## config.mk

```make
export PLATFORM = sky130hd
export DESIGN_NAME = lowmem_cs_top
export DESIGN_NICKNAME = d
export VERILOG_FILES = /design/src/rtl/lmcs_pkg.sv /design/src/rtl/lmcs_cfg_reg.sv /design/src/rtl/lmcs_decode.sv /design/src/rtl/lmcs_wait_ctr.sv /design/src/rtl/lowmem_cs_top.sv
export SDC_FILE = /design/constraint.sdc
export NUM_CORES = 1
export LEC_CHECK = 0
export ABC_AREA = 1
export CAP_MARGIN = 20
export CELL_PAD_IN_SITES_DETAIL_PLACEMENT = 1
export CELL_PAD_IN_SITES_GLOBAL_PLACEMENT = 2
export CORE_MARGIN = 3
export CORE_UTILIZATION = 20
export CTS_BUF_LIST = sky130_fd_sc_hd__clkbuf_4 sky130_fd_sc_hd__clkbuf_8 sky130_fd_sc_hd__clkbuf_16
export CTS_CLUSTER_SIZE = 14
export DETAILED_ROUTE_END_ITERATION = 8
export GPL_TIMING_DRIVEN = 0
export PLACE_DENSITY = 0.86
export SYNTH_ARGS = -nofsm -noshare
export SYNTH_HDL_FRONTEND = slang
export SYNTH_SLANG_ARGS = --single-unit
```

## constraint.sdc

```tcl
create_clock -name clk -period 1.9 [get_ports clk]
set_input_delay 0.57 -clock clk [delete_from_list [all_inputs] [get_ports clk]]
set_output_delay 0.57 -clock clk [all_outputs]
set_load 0.03 [all_outputs]
```

## src/rtl/lmcs_pkg.sv

```systemverilog
package lmcs_pkg;
  localparam int ADDR_W = 20;
  localparam int CNT_W  = 4;
  localparam int UB_MAX = 3;

  // Non-linear wait-code map
  function automatic logic [CNT_W-1:0] wait_count(input logic [2:0] code);
    logic [CNT_W-1:0] w;
    case (code)
      3'd4:    w = CNT_W'(5);
      3'd5:    w = CNT_W'(7);
      3'd6:    w = CNT_W'(9);
      3'd7:    w = CNT_W'(15);
      default: w = CNT_W'(code);
    endcase
    return w;
  endfunction

  // Region size in bytes (exclusive limit), one bit wider than the address
  function automatic logic [ADDR_W:0] region_size(input logic [2:0] ub);
    logic [1:0] sh;
    sh = (ub > 3'(UB_MAX)) ? 2'(UB_MAX) : ub[1:0];
    return (ADDR_W+1)'(32'h1_0000) << sh;
  endfunction
endpackage

```

## src/rtl/lmcs_cfg_reg.sv

```systemverilog
module lmcs_cfg_reg #(
  parameter int REG_W = 16
) (
  input  logic             clk,
  input  logic             rst_n,
  input  logic             we,
  input  logic [REG_W-1:0] wdata,
  output logic [REG_W-1:0] cfg,
  output logic             armed
);
  always_ff @(posedge clk or negedge rst_n) begin
    if (!rst_n) begin
      cfg   <= '0;
      armed <= 1'b0;
    end else if (we) begin
      cfg   <= wdata;
      armed <= 1'b1;
    end
  end


  arm_on_write_chk: assert property (@(posedge clk) disable iff (!rst_n) we |=> armed);

  arm_sticky_chk: assert property (@(posedge clk) disable iff (!rst_n) armed |=> armed);
endmodule

```

## src/rtl/lmcs_decode.sv

```systemverilog
module lmcs_decode
  import lmcs_pkg::*;
(
  input  logic [ADDR_W-1:0] addr,
  input  logic [2:0]        ub,
  input  logic              stb,
  input  logic              armed,
  input  logic              idle,
  output logic              in_region,
  output logic              start
);
  assign in_region = ({1'b0, addr} < region_size(ub));
  assign start     = stb && armed && idle && in_region;
endmodule

```

## src/rtl/lmcs_wait_ctr.sv

```systemverilog
module lmcs_wait_ctr
  import lmcs_pkg::*;
(
  input  logic       clk,
  input  logic       rst_n,
  input  logic       start,
  input  logic [2:0] code,
  input  logic       rdy_ignore,
  input  logic       ext_rdy,
  output logic       busy,
  output logic       cnt_zero,
  output logic       done
);
  logic [CNT_W-1:0] cnt;
  logic             ign_q;

  assign cnt_zero = (cnt == '0);
  assign done     = busy && cnt_zero && (ign_q || ext_rdy);

  always_ff @(posedge clk or negedge rst_n) begin
    if (!rst_n) begin
      busy  <= 1'b0;
      cnt   <= '0;
      ign_q <= 1'b0;
    end else if (busy) begin
      if (done)          busy <= 1'b0;
      else if (!cnt_zero) cnt <= cnt - 1'b1;
    end else if (start) begin
      busy  <= 1'b1;
      cnt   <= wait_count(code);
      ign_q <= rdy_ignore;
    end
  end


  count_step_chk: assert property (@(posedge clk) disable iff (!rst_n)
    (busy && !cnt_zero) |=> (busy && cnt == $past(cnt) - 1'b1));

  ready_hold_chk: assert property (@(posedge clk) disable iff (!rst_n)
    (busy && cnt_zero && !ign_q && !ext_rdy) |=> busy);

  end_after_done_chk: assert property (@(posedge clk) disable iff (!rst_n)
    done |=> !busy);
endmodule

```

## src/rtl/lowmem_cs_top.sv

```systemverilog
module lowmem_cs_top
  import lmcs_pkg::*;
(
  input  logic              clk,
  input  logic              rst_n,
  input  logic              cfg_we,
  input  logic [15:0]       cfg_wdata,
  input  logic [ADDR_W-1:0] bus_addr,
  input  logic              bus_stb,
  input  logic              ext_rdy,
  output logic              sel_n,
  output logic              cyc_done
);
  logic [15:0] cfg;
  logic        armed, in_region, start, busy, cnt_zero;
  logic [2:0]  wcode;

  assign wcode = {cfg[3], cfg[1:0]};

  lmcs_cfg_reg #(.REG_W(16)) u_reg (
    .clk(clk), .rst_n(rst_n), .we(cfg_we), .wdata(cfg_wdata),
    .cfg(cfg), .armed(armed)
  );

  lmcs_decode u_dec (
    .addr(bus_addr), .ub(cfg[14:12]), .stb(bus_stb), .armed(armed),
    .idle(!busy), .in_region(in_region), .start(start)
  );

  lmcs_wait_ctr u_ctr (
    .clk(clk), .rst_n(rst_n), .start(start), .code(wcode),
    .rdy_ignore(cfg[2]), .ext_rdy(ext_rdy), .busy(busy),
    .cnt_zero(cnt_zero), .done(cyc_done)
  );

  assign sel_n = !busy;


  unarmed_quiet_chk: assert property (@(posedge clk) disable iff (!rst_n)
    !armed |-> (sel_n && !cyc_done));

  claim_chk: assert property (@(posedge clk) disable iff (!rst_n)
    start |=> !sel_n);

  busy_strobe_chk: assert property (@(posedge clk) disable iff (!rst_n)
    (!sel_n && !cyc_done) |=> !sel_n);
endmodule

```

==> run_results.csv <==
group,metric,value,unit
routing,drt_iter0_drc,8,
hold_path,hold_class,"flop to flop",
layout,layout-drive-gt1-share,12.40,%
synthesis,yosys-top-cells-count,"nand2_1 (30), dfrtp_1 (14), inv_1 (14), o21ai_0 (11), nand3_1 (10)",
clocking,cts_tree,"done",
clocking,htreeDepth,1,
routing,num_vias,714,
synthesis,synthAdderAreaFrac,9.434,%
layout,antennaDiodeCount,0,
synthesis,synth_cells,99,
place,portBuffers,17,
synthesis,synth_area_leaders,"dfrtp_1 (44%), nand2_1 (14%), ha_1 (9.4%)",
routing,avgRoutedWirePerCell,11.15,um
synthesis,synth-simple-area-share,26.89,%
pwr,p_seq_share,33.8,%
timing,worst_pin_slew,0.6820,ns
routing,wl,1885,um
timing,clock_skew,0.0008669,ns
timing,drv_slew,0,
global_routing,grt_pass1_vias,768,
routing,ant_nets,0,
synthesis,synth_warnings,0,
hold_path,whs_path_depth,2,
synthesis,synth_area_leader_cell,"dfrtp_1",
synthesis,synth.most_common_cell,"nand2_1",
place,place_congestion,0.7714,
timing,fin_crit_sh,95.36,%
routing,viasPerCell,4.225,
routing,maxUsedRoutingLayer,"met4",
synthesis,synth_xor_area_share,1.101,%
pwr,p_int,791.3,uW
critical_path,slowest_delay,0.39,ns
synthesis,synth_nets,146,
synthesis,synthFlopType,"dfrtp_1",
synthesis,synth_seq_area_share,44.03,%
pwr,p_leak,0.5387,nW
routing,drc,0,
critical_path,worstSetupPathType,"flop to output port",
synthesis,netlist-cell-type-count,15,
critical_path,crit_chain,"inv_2 -> ha_1 -> nand3_2 -> nor2_2 -> buf_6",
synthesis,synthArstFlopShare,100.0,%
routing,routed-wl-met3,32,um
synthesis,synth_compound_area_share,11.01,%
critical_path,cp.required,1.33,ns
clocking,cts_num_sinks,14,
timing,hold_violations,0,
clocking,holdBufCountCts,0,
synthesis,yosysTopAreaCellShare,44.03,%
place,hpwlAfterDp,1564,um
global_routing,antenna_found_initial,0,
clocking,clk_latency,0.24,ns
timing,worst_hold_slack,0.4876,ns
die,start_util,21.26,%
layout,utilization,29.24,%
timing,fin_crit,1.812,ns
pwr,p_comb_share,44.4,%
die,fp-row-count,22,
global_routing,grt_max_degree,15,
die,die_h,69.08,um
global_routing,grt_pass1_wl,3339,um
timing,finalSetupViolations,0,
critical_path,crit_path_max_fanout,3,
outcome,status,"finished, final reports clean",
synthesis,synth-edff-count,0,
timing,slew_headroom,54.39,%
critical_path,critPathSlowestCell,"dfrtp_1",
pwr,power.switching,512.5,uW
die,dieArea,4771,um2
flow_run,maxCapViolCount,0,
synthesis,synth_top_family_by_area,"simple AND/OR/NAND/NOR gates",
routing,wl_met1,932,um
die,num_io_pins,43,
synthesis,mappedNetlistArea,795.8,um2
pwr,finalPower,1.304,mW
global_routing,grt_use_total,8.603,%
critical_path,end_kind,"output port",
critical_path,r2r_cells,12,
synthesis,ys_ff_latch,14,
clocking,cts_made_buffers,3,
critical_path,worstPathArrival,1.24,ns
die,core_area,3744,um2
layout,final_nets,169,
synthesis,synthMuxAreaShare,0,%
routing,wl_met2,876,um
critical_path,start_kind,"flop",
pwr,swShare,39.31,%
pwr,powerDensity,1191,nW/um2
routing,dr.pass1.iters,4,
clocking,cts_root_buffer,"clkbuf_8",
layout,syn_to_final_growth,37.58,%
pwr,ir_worst_vdd,372.5,uV
clocking,cts.clk_slew.worst_paths,0.06,ns
pwr,p_clk_share,21.8,%
global_routing,gr-total-overflow,0,
die,die_w,69.08,um
clocking,cts_buffer_depth,2,
synthesis,synth.avg_cell_area,8.038,um2
timing,max_freq,0.5519,GHz
final timing paths:
check / startpoint / endpoint / slack [ns]
max: u_ctr.cnt[0] / cyc_done / 0.09
min: u_reg.armed / u_reg.armed / 0.49
max reg2reg: u_reg.cfg[12] / u_ctr.cnt[2] / 0.22
min reg2reg: u_reg.armed / u_reg.armed / 0.49
max in group asynchronous: rst_n / u_reg.cfg[2] / 0.73
min in group asynchronous: rst_n / u_reg.cfg[13] / 0.74
per-layer routing:
metal,vias to the layer above,track usage (%)
met1,330,11.96
met2,15,13.03
met3,4,0.8746
met4,0,4.555
met5,-,0
li1,365,-
logic make-up after synthesis:
| family | count (synthesis) |
|---|---|
| buffers and inverters | 16 |
| AOI/OAI and AO/OA | 17 |
| and+or+nand+nor | 45 |
| adders and majority gates | 6 |
| xor gates and xnor gates | 1 |
| DFF | 14 |
cell type report:
class / instances / area (um2)
Sequential cell: 14 / 350.3
Clock buffer: 4 / 55.05
Multi-Input combinational cell: 69 / 392.9
Tap cell: 48 / 60.06
Buffer: 1 / 3.754
Timing Repair Buffer: 18 / 176.4
Inverter: 15 / 56.30
Fill cell: 482 / 2649
power by group through the flow:
stage	clock network, mW	logic, mW	registers (mW)
after floorplan	0	0.392	0.429
after global placement	0	0.529	0.439
after detailed placement	0	0.557	0.448
after CTS	0.297	0.552	0.443
after global routing	0.319	0.662	0.455
final	0.285	0.578	0.441
placed cells by master, fill, tap and decap left out, types with 2 or more instances in the layout:
cell	count
dfrtp_1	14
a21oi_1	2
clkdlybuf4s50_1	14
o21ai_0	10
clkbuf_8	4
o21ai_1	4
nand2_4	2
inv_1	12
ha_1	6
nand3_1	9
inv_2	3
nand2_1	30
flip-flops by register name, indices dropped and copies added, names as in the netlist:
register and cells:
u_ctr.cnt 4, u_ctr.ign_q 1, u_reg.armed 1, u_reg.cfg 7, u_ctr.busy 1
worst max-delay path: cells and delay by family (launching register included):
kind	cells	cell delay, ns
AND/OR/NAND/NOR	2	0.23
buffers and inverters	2	0.23
adder cells (fa/ha/maj)	1	0.16
flip-flops	1	0.39
what timing repair did:
item / in CTS / in global routing
endpoints found under the setup margin: 2 / 2
pin swaps: 0 / 2
resized for setup: 7 / 9
buffers inserted: 0 / 1
gates cloned: 0 / 0
through the flow:
step | TNS (ns) | cell area (um2) | instances | setup slack (ns)
finish | 0 | 1095 | 169 | 0.08809
detailed placement | -1.260 | 1026 | 164 | -0.6381
global placement | -1.097 | 1026 | 164 | -0.6463
floorplan | 0 | 795.8 | 99 | 0.1949
global route | -0.003281 | 1095 | 169 | -0.003281
CTS | -0.1315 | 1077 | 168 | -0.1315
Power figures use the tool's default switching activity.
